`src/rtl/scan_tap_pkg.sv`:
```
package scan_tap_pkg;
  localparam int IR_W = 3;

  typedef enum logic [3:0] {
    TAP_RESET, TAP_IDLE,
    DR_SELECT, DR_CAPTURE, DR_SHIFT, DR_EXIT1, DR_PAUSE, DR_EXIT2, DR_UPDATE,
    IR_SELECT, IR_CAPTURE, IR_SHIFT, IR_EXIT1, IR_PAUSE, IR_EXIT2, IR_UPDATE
  } tapState_e;

  localparam logic [IR_W-1:0] OP_EXTEST  = 3'b000;
  localparam logic [IR_W-1:0] OP_IDCODE  = 3'b001;
  localparam logic [IR_W-1:0] OP_SAMPLEZ = 3'b010;
  localparam logic [IR_W-1:0] OP_SAMPLE  = 3'b100;
  localparam logic [IR_W-1:0] OP_BYPASS  = 3'b111;
  localparam logic [IR_W-1:0] IR_CAPTURE_PAT = 3'b001;

  typedef enum logic [1:0] { SEL_BYPASS, SEL_ID, SEL_BSR } drSel_e;

  typedef struct packed {
    logic   capDr;
    logic   shDr;
    logic   shIr;
    drSel_e sel;
  } tapStrobe_t;
endpackage

```
`src/rtl/scan_tap_shreg.sv`:
```
module scan_tap_shreg #(
  parameter int W = 8
) (
  input  logic         tck,
  input  logic         capEn,
  input  logic         shEn,
  input  logic [W-1:0] capVal,
  input  logic         tdi,
  output logic         lsb
);
  logic [W-1:0] stage;

  generate
    if (W == 1) begin : g_single
      always_ff @(posedge tck) begin
        if (capEn)      stage <= capVal;
        else if (shEn)  stage <= tdi;
      end
    end else begin : g_multi
      always_ff @(posedge tck) begin
        if (capEn)      stage <= capVal;
        else if (shEn)  stage <= {tdi, stage[W-1:1]};
      end
    end
  endgenerate

  assign lsb = stage[0];
endmodule

```
`src/rtl/scan_tap_ctrl.sv`:
```
module scan_tap_ctrl
  import scan_tap_pkg::*;
(
  input  logic       tck,
  input  logic       trstN,
  input  logic       tms,
  input  logic       tdi,
  output tapState_e  state,
  output tapStrobe_t strobe,
  output logic       irLsb,
  output logic       outDisable
);
  tapState_e nextState;
  logic [IR_W-1:0] irShift;
  logic [IR_W-1:0] irCur;

  always_comb begin
    nextState = state;
    case (state)
      TAP_RESET:  nextState = tms ? TAP_RESET : TAP_IDLE;
      TAP_IDLE:   nextState = tms ? DR_SELECT : TAP_IDLE;
      DR_SELECT:  nextState = tms ? IR_SELECT : DR_CAPTURE;
      DR_CAPTURE: nextState = tms ? DR_EXIT1  : DR_SHIFT;
      DR_SHIFT:   nextState = tms ? DR_EXIT1  : DR_SHIFT;
      DR_EXIT1:   nextState = tms ? DR_UPDATE : DR_PAUSE;
      DR_PAUSE:   nextState = tms ? DR_EXIT2  : DR_PAUSE;
      DR_EXIT2:   nextState = tms ? DR_UPDATE : DR_SHIFT;
      DR_UPDATE:  nextState = tms ? DR_SELECT : TAP_IDLE;
      IR_SELECT:  nextState = tms ? TAP_RESET : IR_CAPTURE;
      IR_CAPTURE: nextState = tms ? IR_EXIT1  : IR_SHIFT;
      IR_SHIFT:   nextState = tms ? IR_EXIT1  : IR_SHIFT;
      IR_EXIT1:   nextState = tms ? IR_UPDATE : IR_PAUSE;
      IR_PAUSE:   nextState = tms ? IR_EXIT2  : IR_PAUSE;
      IR_EXIT2:   nextState = tms ? IR_UPDATE : IR_SHIFT;
      IR_UPDATE:  nextState = tms ? DR_SELECT : TAP_IDLE;
      default:    nextState = TAP_RESET;
    endcase
  end

  always_ff @(posedge tck or negedge trstN) begin
    if (!trstN) state <= TAP_RESET;
    else        state <= nextState;
  end

  always_ff @(posedge tck or negedge trstN) begin
    if (!trstN) begin
      irShift <= IR_CAPTURE_PAT;
      irCur   <= OP_IDCODE;
    end else begin
      if (state == IR_CAPTURE)    irShift <= IR_CAPTURE_PAT;
      else if (state == IR_SHIFT) irShift <= {tdi, irShift[IR_W-1:1]};
      if (nextState == TAP_RESET)    irCur <= OP_IDCODE;
      else if (state == IR_UPDATE)   irCur <= irShift;
    end
  end

  always_comb begin
    strobe.capDr = (state == DR_CAPTURE);
    strobe.shDr  = (state == DR_SHIFT);
    strobe.shIr  = (state == IR_SHIFT);
    case (irCur)
      OP_EXTEST, OP_SAMPLEZ, OP_SAMPLE: strobe.sel = SEL_BSR;
      OP_IDCODE:                        strobe.sel = SEL_ID;
      default:                          strobe.sel = SEL_BYPASS;
    endcase
  end

  assign outDisable = (irCur == OP_EXTEST) || (irCur == OP_SAMPLEZ);
  assign irLsb      = irShift[0];
endmodule

```
`src/rtl/scan_tap_dp.sv`:
```
module scan_tap_dp
  import scan_tap_pkg::*;
#(
  parameter int          BSR_LEN = 12,
  parameter logic [31:0] ID_CODE = 32'h1A5B_3C4D
) (
  input  logic               tck,
  input  logic               trstN,
  input  logic               tdi,
  input  logic [BSR_LEN-1:0] ioRing,
  input  tapStrobe_t         strobe,
  input  logic               irLsb,
  output logic               tdo,
  output logic               tdoEn
);
  localparam int ID_W = 32;

  logic bypLsb, idLsb, bsrLsb;
  logic drLsb;

  scan_tap_shreg #(.W(1)) u_bypass (
    .tck(tck), .capEn(strobe.capDr && strobe.sel == SEL_BYPASS),
    .shEn(strobe.shDr && strobe.sel == SEL_BYPASS),
    .capVal(1'b0), .tdi(tdi), .lsb(bypLsb));

  scan_tap_shreg #(.W(ID_W)) u_ident (
    .tck(tck), .capEn(strobe.capDr && strobe.sel == SEL_ID),
    .shEn(strobe.shDr && strobe.sel == SEL_ID),
    .capVal(ID_CODE), .tdi(tdi), .lsb(idLsb));

  scan_tap_shreg #(.W(BSR_LEN)) u_bsr (
    .tck(tck), .capEn(strobe.capDr && strobe.sel == SEL_BSR),
    .shEn(strobe.shDr && strobe.sel == SEL_BSR),
    .capVal(ioRing), .tdi(tdi), .lsb(bsrLsb));

  always_comb begin
    case (strobe.sel)
      SEL_ID:  drLsb = idLsb;
      SEL_BSR: drLsb = bsrLsb;
      default: drLsb = bypLsb;
    endcase
  end

  always_ff @(negedge tck or negedge trstN) begin
    if (!trstN) begin
      tdo   <= 1'b0;
      tdoEn <= 1'b0;
    end else begin
      tdoEn <= strobe.shDr || strobe.shIr;
      tdo   <= strobe.shIr ? irLsb : drLsb;
    end
  end
endmodule

```
`src/rtl/scan_tap.sv`:
```
module scan_tap
  import scan_tap_pkg::*;
#(
  parameter int          BSR_LEN = 12,
  parameter logic [31:0] ID_CODE = 32'h1A5B_3C4D
) (
  input  logic               tck,
  input  logic               trstN,
  input  logic               tms,
  input  logic               tdi,
  input  logic [BSR_LEN-1:0] ioRing,
  output logic               tdo,
  output logic               tdoEn,
  output logic               outDisable
);
  tapState_e  state;
  tapStrobe_t strobe;
  logic       irLsb;

  scan_tap_ctrl u_ctrl (
    .tck(tck), .trstN(trstN), .tms(tms), .tdi(tdi),
    .state(state), .strobe(strobe), .irLsb(irLsb), .outDisable(outDisable));

  scan_tap_dp #(.BSR_LEN(BSR_LEN), .ID_CODE(ID_CODE)) u_dp (
    .tck(tck), .trstN(trstN), .tdi(tdi), .ioRing(ioRing),
    .strobe(strobe), .irLsb(irLsb), .tdo(tdo), .tdoEn(tdoEn));
endmodule

```
`config.mk`:
```
export PLATFORM = sky130hd
export DESIGN_NAME = scan_tap
export DESIGN_NICKNAME = d
export VERILOG_FILES = /design/src/rtl/scan_tap_pkg.sv /design/src/rtl/scan_tap_shreg.sv /design/src/rtl/scan_tap_ctrl.sv /design/src/rtl/scan_tap_dp.sv /design/src/rtl/scan_tap.sv
export SDC_FILE = /design/constraint.sdc
export NUM_CORES = 1
export LEC_CHECK = 0
export BUFFER_PORTS_ARGS = -buffer_cell sky130_fd_sc_hd__buf_2
export CORE_MARGIN = 3
export CORE_UTILIZATION = 50
export DETAILED_ROUTE_END_ITERATION = 10
export HOLD_SLACK_MARGIN = 0.15
export PLACE_DENSITY = 0.69
export SYNTH_ARGS = -nofsm -noshare
export SYNTH_HDL_FRONTEND = slang
export SYNTH_SLANG_ARGS = --single-unit
```
`constraint.sdc`:
```
create_clock -name tck -period 1.8 [get_ports tck]
set_input_delay 0.09 -clock tck [delete_from_list [all_inputs] [get_ports tck]]
set_output_delay 0.09 -clock tck [all_outputs]
set_load 0.05 [all_outputs]
```
### After elaboration in Yosys (flattened, before gate mapping)

Cells that the tools add are included.

| operators by class | value |
|---|---|
| eq/ne operators | 20 |
| multiplexer cells | 22 |
| reductions and logical operators | 19 |

Operators with widths:

| cell | number |
|---|---|
| $pmux 4 s12 | 1 |
| $eq 4x4->1 const B | 8 |
| $mux 12 | 2 |
| $mux 3 | 6 |
| $eq 4x3->1 const B | 4 |
| $mux 4 | 4 |
| $eq 4x2->1 const B | 2 |
| $logic_not 4->1 | 2 |
| $logic_and 1x1->1 | 6 |
| $mux 2 | 3 |
| $reduce_bool 2->1 | 3 |
| $reduce_or 3->1 | 2 |
| $eq 4x1->1 const B | 1 |
| $mux 1 | 4 |
| $pmux 2 s2 | 1 |
| $reduce_or 2->1 | 2 |
| $eq 3x1->1 const B | 1 |
| $eq 3x2->1 const B | 1 |
| $eq 3x3->1 const B | 1 |
| $logic_not 3->1 | 1 |
| $eq 2x1->1 const B | 1 |
| $eq 2x2->1 const B | 1 |
| $logic_not 2->1 | 1 |
| $logic_or 1x1->1 | 2 |
| $pmux 1 s2 | 1 |

| word-level totals | value |
|---|---|
| bits in registers | 57 |
| output and inout port bits | 3 |

### Longest topological paths before layout

Gate-level depths: netlist of run 1.

| depth | value |
|---|---|
| depth in word-level cells | 7 |
| depth in mapped cells | 9 |
| mapped depth without buffers | 7 |

### Modules after synthesis

Synthesis of run 1 repeated with hierarchy kept, for this count alone.

| unflattened totals | value |
|---|---|
| cell total of the unflattened synthesis | 188 |
| area, all modules | 2,911.5 um^2 |

By module, submodules not included:

| module | times used | cells an instance | area an instance (um^2) | sequential area each (um^2) |
|---|---|---|---|---|
| scan_tap_shreg (u_dp.u_ident) | 1 | 69 | 1,507.7 | 960.9 |
| scan_tap_ctrl | 1 | 69 | 614.3 | 252.7 |
| scan_tap_shreg (u_dp.u_bsr) | 1 | 26 | 546.8 | 360.3 |
| scan_tap_dp | 1 | 21 | 191.4 | 50.0 |
| scan_tap_shreg (u_dp.u_bypass) | 1 | 3 | 51.3 | 30.0 |

==> run_results.csv, run 1 <==
group,metric,value,unit
status,run_status,"complete, but fails checks",
yosys,syn_area,2590,µm²
global_route,grt_start_max_net_pins,36,
yosys,yosys_most_used_dff,"dfxtp_1",
timing,tightest_slew,330.0,ps
yosys,area_fraction_of_the_dominant_cell_type_after_synthesis,0.2551,
timing,fin_skew,15.55,ps
global_route,antenna_found_initial,0,
floorplan,floorplan_die_area,6079,µm²
yosys,avgSynthCellArea,10.44,µm²
cts,path_clk_slew,70,ps
cells_and_area,flow.area_growth_from_synthesis,28.07,%
yosys,biggest_area_contributors_in_the_synthesized_netlist,"dfxtp_1, edfxtp_1, dfrtp_1, mux2_2, a211o_1",
cts,cts_num_sinks,57,
floorplan,dieHeight,77.97,µm
worst_hold_path,min_path_type,"in2async",
route,wirelength,5509,µm
cells_and_area,finish.utilization,0.6841,
cells_and_area,layout.filler_cells,349,
floorplan,ioPinCount,19,
setup_path,critPathLaunchType,"flop",
route,initialDrtViolationCount,131,
power,powerDensity,1898,nW/µm²
timing,setup_repair_after_global_routing_missed_its_margin,"true",
global_route,grt_remaining_overflow,0,
status,violations,"negative setup slack",
timing,setup_viol,16,
cts,clock_path_buffers,2,
timing,timing_max_transition_violations_final,0,
place,port_buffers,18,
floorplan,floorplan.initialDensity,0.5342,
yosys,synth_largest_area_cell,"dfxtp_1",
place,finalWeightedCongestion,0.6964,
yosys,yosys.area_share.simple,0.1570,
yosys,synth.ff_latch_count,57,
yosys,number_of_synthesis_warnings,0,
global_route,grt_first_pass_wirelength,9501,µm
cells_and_area,postLayoutCellArea,3317,µm²
route,routed_via_density,5.563,
timing,timing.final.ws_setup,-660.4,ps
yosys,proportion_of_synthesized_area_in_mux_cells,0.06860,
flow_run,max_cap_viol_count,0,
global_route,grt_usage,0.1971,
setup_path,worst_setup_path_end_kind,"flop",
setup_path,worstPathRequired,1060,ps
cts,insertion_delay,330,ps
power,p_leak,1.487,nW
route,route.detailed.drc,0,
route,average_wire_per_cell_in_the_routed_design,15.05,µm
yosys,synth_nets,267,
floorplan,die_x,77.97,µm
timing,worst_slew_margin_rel,0.7791,
place,placed_cell_area,2834,µm²
yosys,synth_compound_area_frac,0.1739,
route,detailroute.via_count,2036,
power,total_power,0.006296,W
global_route,first_global_vias,2077,
route,drtPass1Iterations,4,
yosys,postSynth.asyncResetShare,0.2105,
cts,tritoncts_clock_tree,"yes",
cts,numCtsBuffers,9,
yosys,yosys.area_share.adder,0.01449,
yosys,synth-seq-area-share,0.5111,
cells_and_area,drive_above_1_share,0.3110,
yosys,synth_xor_area_frac,0.006763,
setup_path,critical_path_class,"reg2reg",
yosys,synth_cell_types,45,
cts,clock-root-buffer,"clkbuf_8",
floorplan,coreArea,4848,µm²
cells_and_area,num_antenna_cells,0,
timing,final-hold-violation-count,0,
power,peakVddDrop,1.102,mV
yosys,number_of_synthesized_flops_with_an_enable_pin,12,
cts,htreeDepth,3,
floorplan,fp-row-count,25,
setup_path,critical_path.max_fanout,3,
route,detail-route-antenna-nets,0,
yosys,post_synth_inst_count,248,
place,place_hpwl,2921,µm
yosys,synth_top_family_by_area,"compound AO/OA/AOI/OAI gates",
setup_path,arrival,1720,ps
cells_and_area,finish.net_count,313,
timing,timing.hold.ws,164.1,ps
==> layer usage <==
metal,vias to the layer above,GRT usage,share of wire
met4,0,0.08741,0.015
met3,8,0.03596,0.028
met1,984,0.2308,0.44
met5,-,0,0
met2,41,0.3493,0.51
li1,1003,-,-
==> through the flow <==
step / std cells / setup TNS, ps / setup slack (ps)
final: 366 / -2196 / -660.4
after global routing: 366 / -4348 / -720.9
after CTS: 363 / -2517 / -670.9
after detailed placement: 331 / -3700 / -682.0
after global placement: 331 / -2647 / -670.1
after floorplan: 248 / -1079 / -662.5
==> synth_stat cells, types with 3 or more instances <==
| cell | count |
|---|---|
| a211o_1 | 17 |
| a21oi_1 | 22 |
| and3_1 | 17 |
| buf_2 | 6 |
| buf_6 | 5 |
| clkbuf_1 | 11 |
| dfrtp_1 | 8 |
| dfxtp_1 | 33 |
| edfxtp_1 | 12 |
| ha_1 | 3 |
| inv_1 | 6 |
| mux2_2 | 14 |
| nand2_1 | 8 |
| nand3_1 | 17 |
| nand3b_1 | 3 |
| nor2_1 | 8 |
| o21ai_0 | 13 |
| o21ai_1 | 8 |
==> state kept, by name, indices dropped and copies added, names as in the netlist <==
register,flops
u_dp.u_ident.stage,32
u_dp.u_bsr.stage,12
u_ctrl.state,4
u_ctrl.irCur,3
u_ctrl.irShift,3
u_dp.tdo,1
u_dp.tdoEn,1
u_dp.u_bypass.lsb,1
==> worst max-delay path, cell delays in order (launching register included) <==
cell and delay (ps):
dfrtp_1 420, a21oi_2 200, ha_2 300, a221oi_2 160, a21oi_1 60, mux2_2 250
==> path summary, 6_finish.rpt <==
kind | from | end | slack, ps | cells after the start
min in group tck | tms | u_ctrl.state[3] | 180 | 3
worst min-delay path | trstN | u_ctrl.irShift[2] | 160 | 2
worst max register to register | u_ctrl.irCur[2] | u_dp.tdo | -660 | 5
max in group asynchronous | trstN | u_dp.tdoEn | 580 | 2
worst max-delay path | u_ctrl.irCur[2] | u_dp.tdo | -660 | 5
worst min register to register | u_dp.u_ident.stage[28] | u_dp.u_ident.stage[28] | 460 | 1
==> power breakdown <==
group,internal [W],switching (W)
Clock,0.000918,0.000531
Sequential,0.00182,0.000265
Combinational,0.00127,0.00149
==> placed cells by master (no fill, tap or decap), types with 2 or more instances in the layout <==
master / netlist / layout
dlygate4sd3_1: 0 / 14
a211o_1: 17 / 17
nand3_1: 17 / 17
a21oi_1: 22 / 20
nor3_1: 2 / 2
dfxtp_1: 33 / 33
o211ai_1: 2 / 2
mux2i_1: 2 / 2
o21ai_2: 1 / 2
buf_12: 0 / 2
nand2b_1: 2 / 2
o22a_1: 2 / 2
o21ai_1: 8 / 8
bufinv_16: 0 / 3
dfrtn_1: 2 / 2
buf_6: 5 / 4
nand4_1: 2 / 2
clkbuf_8: 0 / 9
dfrtp_1: 8 / 8
buf_4: 1 / 21
edfxtp_1: 12 / 12
buf_2: 6 / 16
and3_1: 17 / 17
nor4b_1: 2 / 2
and2_4: 0 / 2
inv_1: 6 / 5
o21ai_0: 13 / 12
clkinvlp_4: 0 / 2
nor2_1: 8 / 7
nand3b_1: 3 / 3
a21oi_2: 0 / 2
mux2_2: 14 / 14
nand2_1: 8 / 7
dfstp_2: 2 / 2
==> timing repair <==
action | CTS | global route
endpoints found under the setup margin | 60 | 54
endpoints found under the hold margin | 24 | 0
gates resized for setup | 15 | 4
buffers inserted | 1 | 3
gates cloned | 2 | 0
hold buffers | 14 | 0
pin swaps | 4 | 1
==> kinds of logic after synthesis <==
logic type / Yosys count
AOI/OAI and AO/OA: 71
xor gates and xnor gates: 2
adders and majority gates: 3
buffers and inverters: 31
DFF: 57
muxes: 16
and+or+nand+nor: 68
==> layout make-up <==
cell class / instances / area, µm² / area share
clock buffer: 9 / 123.9 / 0.03734
clock inverter: 7 / 118.9 / 0.03584
inverter: 6 / 22.52 / 0.006790
multi-input combinational: 161 / 1141 / 0.3440
sequential: 57 / 1324 / 0.3991
tap: 67 / 83.83 / 0.02527
timing repair buffer: 59 / 503.0 / 0.1516
No activity file was read; power rests on OpenSTA's default activity.
==> inputs of run 2 (changes only) <==
==> constraint.sdc (replaced) <==
create_clock -name tck -period 1.8 [get_ports tck]
set_input_delay 0.09 -clock tck [delete_from_list [all_inputs] [get_ports tck]]
set_output_delay 0.09 -clock tck [all_outputs]
set_load 0.005 [all_outputs]
==> run 2 against run 1 <==
Compared with the run above: the run still ends with negative setup slack left; global-route usage shrank 0.15 points; sequential power is essentially flat; register-to-register slack is essentially flat; hold slack gained 4.5 ps; combinational power shrank 6%; highest routed layer unchanged.
==> run_results.csv, run 2 (same netlist as run 1, synthesis figures left out) <==
group,metric,value,unit
status,run_status,"complete, but fails checks",
status,violations,"negative setup slack",
power,sw_frac_of_total,0.3513,
place,placed_cell_area,2834,µm²
cells_and_area,largest_register,"u_dp.u_ident.stage",
route,routed_via_density,5.527,
cells_and_area,mostFrequentLayoutCell,"dfxtp_1",
global_route,busiest_layer,"met2",
global_route,grt_usage,0.1956,
timing,worst_slew_margin_rel,0.7791,
floorplan,ioPinCount,19,
setup_path,critical_path_class,"reg2reg",
timing,timing.final.ws_setup,-653.6,ps
timing,timing_max_transition_violations_final,0,
route,average_wire_per_cell_in_the_routed_design,14.84,µm
timing,fin_skew,14.99,ps
global_route,grt_start_max_net_pins,36,
timing,setup_viol,16,
cts,numCtsBuffers,9,
cts,clock_path_buffers,2,
cells_and_area,largest_register_ffs,32,
cts,tritoncts_clock_tree,"yes",
power,p_leak,1.484,nW
power,powerDensity,1855,nW/µm²
floorplan,floorplan.initialDensity,0.5342,
power,seq_power_share,0.338,
cts,htreeDepth,3,
setup_path,arrival,1720,ps
worst_hold_path,min_path_type,"in2async",
cells_and_area,commonest_cells_after_routing_fill_and_taps_aside,"dfxtp_1, buf_4, a21oi_1",
route,detail-route-antenna-nets,0,
cells_and_area,postLayoutCellArea,3304,µm²
setup_path,critPathLaunchType,"flop",
global_route,global_route.usage.met1,0.2284,
power,internal_power,0.003975,W
route,detailroute.via_count,2023,
power,net_switching_power_figure,0.002153,W
flow_run,max_cap_viol_count,0,
setup_path,cp.depth,5,
global_route,antenna_found_initial,0,
cts,path_clk_slew,70,ps
global_route,grt_remaining_overflow,0,
power,clkPwrFrac,0.236,
setup_path,critPathBufInv,0,
global_route,grt_first_pass_wirelength,9425,µm
setup_path,worst_setup_path_end_kind,"flop",
cells_and_area,drive_above_1_share,0.3110,
cells_and_area,largest_registers,"u_dp.u_ident.stage (32), u_dp.u_bsr.stage (12), u_ctrl.state (4)",
timing,setup_repair_after_global_routing_missed_its_margin,"true",
place,worst_slack_after_detailed_placement,-682.0,ps
cells_and_area,layout.filler_cells,348,
global_route,gr-usage-met2,0.3476,
setup_path,r2r_cells,5,
place,port_buffers,18,
cells_and_area,flow.area_growth_from_synthesis,27.58,%
timing,final-hold-violation-count,0,
timing,tightest_slew,329.9,ps
setup_path,gate_family_responsible_for_the_most_delay_along_the_worst_path,"compound AO/OA/AOI/OAI gates",
cells_and_area,finish.utilization,0.6815,
setup_path,critical_path.max_stage_delay,410,ps
global_route,first_global_vias,2061,
setup_path,critPathSlowestCell,"dfrtp_1",
floorplan,die_x,77.97,µm
floorplan,floorplan_die_area,6079,µm²
cells_and_area,num_antenna_cells,0,
cts,clock-root-buffer,"clkbuf_8",
route,initialDrtViolationCount,170,
route,wirelength,5433,µm
setup_path,crit_chain,"a21oi_2 > ha_2 > a221oi_2 > a21oi_1 > mux2_2",
setup_path,worstPathRequired,1060,ps
setup_path,critical_path.max_fanout,3,
place,finalWeightedCongestion,0.6964,
cts,insertion_delay,330,ps
route,route.detailed.drc,0,
global_route,grt_util_met3,0.03712,
floorplan,fp-row-count,25,
cts,cts_num_sinks,57,
power,peakVddDrop,0.9323,mV
route,drtPass1Iterations,4,
floorplan,coreArea,4848,µm²
floorplan,dieHeight,77.97,µm
place,place_hpwl,2921,µm
timing,timing.hold.ws,168.7,ps
power,p_comb_frac,0.425,
cells_and_area,finish.net_count,313,
run 2: cell types whose count changed in the layout (fill, tap and decap cells not counted):
cell and change:
buf_2 +2, buf_6 -2
run 2: final timing paths:
| check | start | endpoint | slack [ps] |
|---|---|---|---|
| min reg2reg | u_dp.u_ident.stage[28] | u_dp.u_ident.stage[28] | 460 |
| max | u_ctrl.irCur[2] | u_dp.tdo | -650 |
| min in group tck | tms | u_ctrl.state[3] | 180 |
| min | trstN | u_ctrl.irShift[2] | 170 |
| max reg2reg | u_ctrl.irCur[2] | u_dp.tdo | -650 |
| max in group asynchronous | trstN | u_dp.tdoEn | 580 |
run 2: repair_timing:
item | CTS | global route
setup buffers | 1 | 3
endpoints found under the hold margin | 24 | 0
hold buffers | 14 | 0
pin swaps | 4 | 1
gates resized for setup | 11 | 4
endpoints found under the setup margin | 60 | 54
gates cloned | 2 | 0
run 2: final cells by class:
type                    count  area [µm²]  area share
flip-flops and latches     57        1324      0.4006
clock inverters             7       118.9     0.03597
inverters                   6       22.52    0.006816
well taps                  67       83.83     0.02537
multi-input cells         161        1141      0.3453
clock buffers               9       123.9     0.03749
repair buffers             59       490.5      0.1484
run 2: power groups by stage:
stage,logic (W),clock network [W],registers (W)
detailed placement,0.00236,0,0.00208
CTS,0.00257,0.00147,0.00207
finish,0.00261,0.00145,0.00207
floorplan,0.00185,0,0.00201
global placement,0.00230,0,0.00206
global route,0.00289,0.00153,0.00213
run 2: per-stage QoR:
stage,std cells,power (W),TNS (ps)
6_report,366,0.006128,-1967
5_1_grt,366,0.006544,-4024
4_1_cts,363,0.006106,-2373
3_5_place_dp,331,0.004437,-3700
3_3_place_gp,331,0.004361,-2647
2_1_floorplan,248,0.003859,-1079
run 2: per-layer routing:
layer | vias to the layer above | wire length [µm]
li1 | 1001 | -
met1 | 979 | 2415
met2 | 37 | 2779
met3 | 6 | 170
met4 | 0 | 67
met5 | - | 0
==> inputs of run 3 (changes only) <==
--- a/config.mk
+++ b/config.mk
@@ -5,6 +5,7 @@
 export SDC_FILE = /design/constraint.sdc
 export NUM_CORES = 1
 export LEC_CHECK = 0
+export ABC_AREA = 1
 export BUFFER_PORTS_ARGS = -buffer_cell sky130_fd_sc_hd__buf_2
 export CORE_MARGIN = 3
 export CORE_UTILIZATION = 50
==> run 3 against run 2 <==
Compared with the run above: the flow still finishes with violations (negative setup slack); clock skew decreased by 1.2 ps; core utilization is 7.9 points higher; critical path depth rose by 2; area after synthesis increased by 0.87%; via count grew 16%; register-to-register slack better by 60 ps; clock power shrank 9.7%; global-route usage rose by 2.1 points; cell count up 21%; worst setup slack better by 59 ps; non-clock buffer count increased by 12; routed wire length rose by 34%; largest power group unchanged.
==> run_results.csv, run 3 <==
group,metric,value,unit
global_route,grt_start_max_net_pins,32,
setup_path,critical_path.max_fanout,2,
power,net_switching_power_figure,0.002261,W
yosys,ranking_of_synthesized_cells_by_instance_count,"nand2_1, nor2_1, dfxtp_1",
yosys,area_fraction_of_the_dominant_cell_type_after_synthesis,0.2529,
cts,clock_path_buffers,2,
cts,clock-root-buffer,"clkbuf_8",
route,detail-route-antenna-nets,0,
worst_hold_path,min_path_type,"in2async",
yosys,avgSynthCellArea,8.767,µm²
cells_and_area,mostFrequentLayoutCell,"nand2_1",
cells_and_area,fin_cells,442,
cts,cts_num_sinks,57,
setup_path,arrival,1660,ps
floorplan,coreArea,4880,µm²
global_route,grt_usage,0.2170,
global_route,grt_remaining_overflow,0,
route,initialDrtViolationCount,191,
yosys,synth_most_common_cell,"nand2_1",
yosys,synth.ff_latch_count,57,
setup_path,gate_family_responsible_for_the_most_delay_along_the_worst_path,"flip-flops",
cells_and_area,drive_above_1_share,0.4240,
route,drtPass1Iterations,5,
floorplan,floorplan.initialDensity,0.5354,
place,place_hpwl,3239,µm
route,route.detailed.drc,0,
power,seq_power_share,0.361,
cells_and_area,largest_register_ffs,32,
route,wirelength,7265,µm
floorplan,floorplan_die_area,6129,µm²
timing,worst_slew_margin_rel,0.7474,
setup_path,critPathLaunchType,"flop",
setup_path,critPathSlowestCell,"dfstp_2",
route,routed_via_density,5.303,
power,p_comb_frac,0.421,
setup_path,critical_path_class,"reg2reg",
setup_path,crit_chain,"inv_2 > nor3_4 > inv_2 > ha_4 > a22o_1 > nand2_1 > a22oi_2",
status,run_status,"complete, but fails checks",
cts,path_clk_slew,70,ps
yosys,biggest_area_contributors_in_the_synthesized_netlist,"dfxtp_1, edfxtp_1, nand2_1, dfrtp_1, nor2_1",
route,average_wire_per_cell_in_the_routed_design,16.44,µm
place,port_buffers,18,
global_route,grt_first_pass_wirelength,10270,µm
yosys,postSynth.asyncResetShare,0.2105,
yosys,synth_nets,317,
yosys,number_of_synthesized_flops_with_an_enable_pin,12,
cells_and_area,largest_registers,"u_dp.u_ident.stage (32), u_dp.u_bsr.stage (12), u_ctrl.state (4)",
setup_path,worst_setup_path_end_kind,"flop",
cells_and_area,largest_register,"u_dp.u_ident.stage",
cts,tritoncts_clock_tree,"yes",
cts,htreeDepth,3,
cells_and_area,commonest_cells_after_routing_fill_and_taps_aside,"nand2_1, dfxtp_1, nor2_1",
yosys,synth-seq-area-share,0.5067,
timing,timing_max_transition_violations_final,0,
place,finalWeightedCongestion,0.8788,
yosys,syn_area,2613,µm²
place,placed_cells,395,
global_route,antenna_found_initial,0,
cts,insertion_delay,340,ps
power,p_leak,1.780,nW
cells_and_area,flow.area_growth_from_synthesis,42.15,%
power,sw_frac_of_total,0.3774,
floorplan,ioPinCount,19,
yosys,yosys_most_used_dff,"dfxtp_1",
global_route,first_global_vias,2173,
setup_path,critical-path-top-cell-by-count,"inv_2",
timing,timing.final.ws_setup,-594.7,ps
power,peakVddDrop,0.7701,mV
timing,setup_viol,42,
power,internal_power,0.003730,W
yosys,post_synth_inst_count,298,
power,powerDensity,1613,nW/µm²
status,violations,"negative setup slack",
setup_path,critPathBufInv,2,
setup_path,critical_path.max_stage_delay,540,ps
flow_run,max_cap_viol_count,0,
yosys,number_of_synthesis_warnings,0,
timing,fin_skew,13.75,ps
yosys,synth_cell_types,31,
cells_and_area,postLayoutCellArea,3714,µm²
timing,final-hold-violation-count,0,
setup_path,worstPathRequired,1070,ps
cts,numCtsBuffers,9,
yosys,synth_largest_area_cell,"dfxtp_1",
cells_and_area,finish.net_count,389,
power,clkPwrFrac,0.219,
timing,setup_repair_after_global_routing_missed_its_margin,"true",
place,placed_cell_area,2918,µm²
timing,tightest_slew,377.5,ps
timing,setup_tns,-7996,ps
timing,timing.hold.ws,279.2,ps
route,detailroute.via_count,2344,
floorplan,fp-row-count,25,
cells_and_area,num_antenna_cells,0,
floorplan,dieHeight,78.29,µm
cells_and_area,finish.utilization,0.7610,
floorplan,die_x,78.29,µm
run 3: stage by stage:
stage          setup WS, ps  total power, W
4_1_cts              -548.7        0.005439
6_report             -594.7        0.005991
2_1_floorplan        -500.2        0.003384
3_5_place_dp         -562.3        0.003857
5_1_grt              -663.7        0.006360
3_3_place_gp         -510.6        0.003804
run 3: logic make-up (layout without fill, tap and decap cells):
logic type                 after synthesis  count (layout)  synth area share
buffers and inverters                   41             117           0.07758
DFF                                     57              57            0.5067
adders and majority gates                3               3           0.01437
and+or+nand+nor                        156             157            0.2807
muxes                                   11              11           0.05891
AOI/OAI and AO/OA                       30              30           0.06178
run 3: what timing repair did:
item                                    4_1_cts  5_1_grt
hold buffers                                 15        0
gates cloned                                  2        1
setup buffers                                 7        8
endpoints found under the setup margin       50       62
hold endpoints to repair                     27        0
pin swaps                                     3       12
gates resized for setup                      26       58
run 3: metal layers:
metal | track usage | up-vias | wire [µm]
met5 | 0 | - | 0
met4 | 0.09615 | 0 | 284
met3 | 0.04702 | 27 | 410
met2 | 0.3613 | 100 | 3518
met1 | 0.2706 | 1121 | 3051
li1 | - | 1096 | -
run 3: worst reg2reg max path, cell delays in order (launching register included):
cell     delay [ps]
dfstp_2         540
inv_2            60
nor3_4          150
inv_2            90
ha_4            170
a22o_1          190
nand2_1          90
a22oi_2          50
run 3: area by class of cell:
class | count | area, µm²
Clock buffer | 10 | 127.6
Clock inverter | 6 | 82.58
Fill cell | 300 | 1166
Inverter | 30 | 138.9
Multi-Input combinational cell | 201 | 1305
Sequential cell | 57 | 1324
Tap cell | 67 | 83.83
Timing Repair Buffer | 71 | 651.9
run 3: path summary, 6_finish.rpt:
kind | startpoint | endpoint | slack (ps) | cells after the start
min in group tck | u_dp.u_ident.stage[4] | u_dp.u_ident.stage[3] | 460 | 2
setup / recovery | u_ctrl.irCur[0] | u_dp.tdo | -590 | 7
hold / removal | trstN | u_ctrl.state[2] | 280 | 3
max in group asynchronous | trstN | u_dp.tdo | 760 | 2
hold reg to reg | u_dp.u_ident.stage[4] | u_dp.u_ident.stage[3] | 460 | 2
setup reg to reg | u_ctrl.irCur[0] | u_dp.tdo | -590 | 7
run 3: power by group through the flow:
stage	Combinational, W	Sequential [W]	Clock [W]
after detailed placement	0.00178	0.00208	0
after global routing	0.00277	0.00222	0.00137
final	0.00252	0.00216	0.00131
after global placement	0.00174	0.00207	0
after CTS	0.00206	0.00208	0.00130
after floorplan	0.00132	0.00207	0
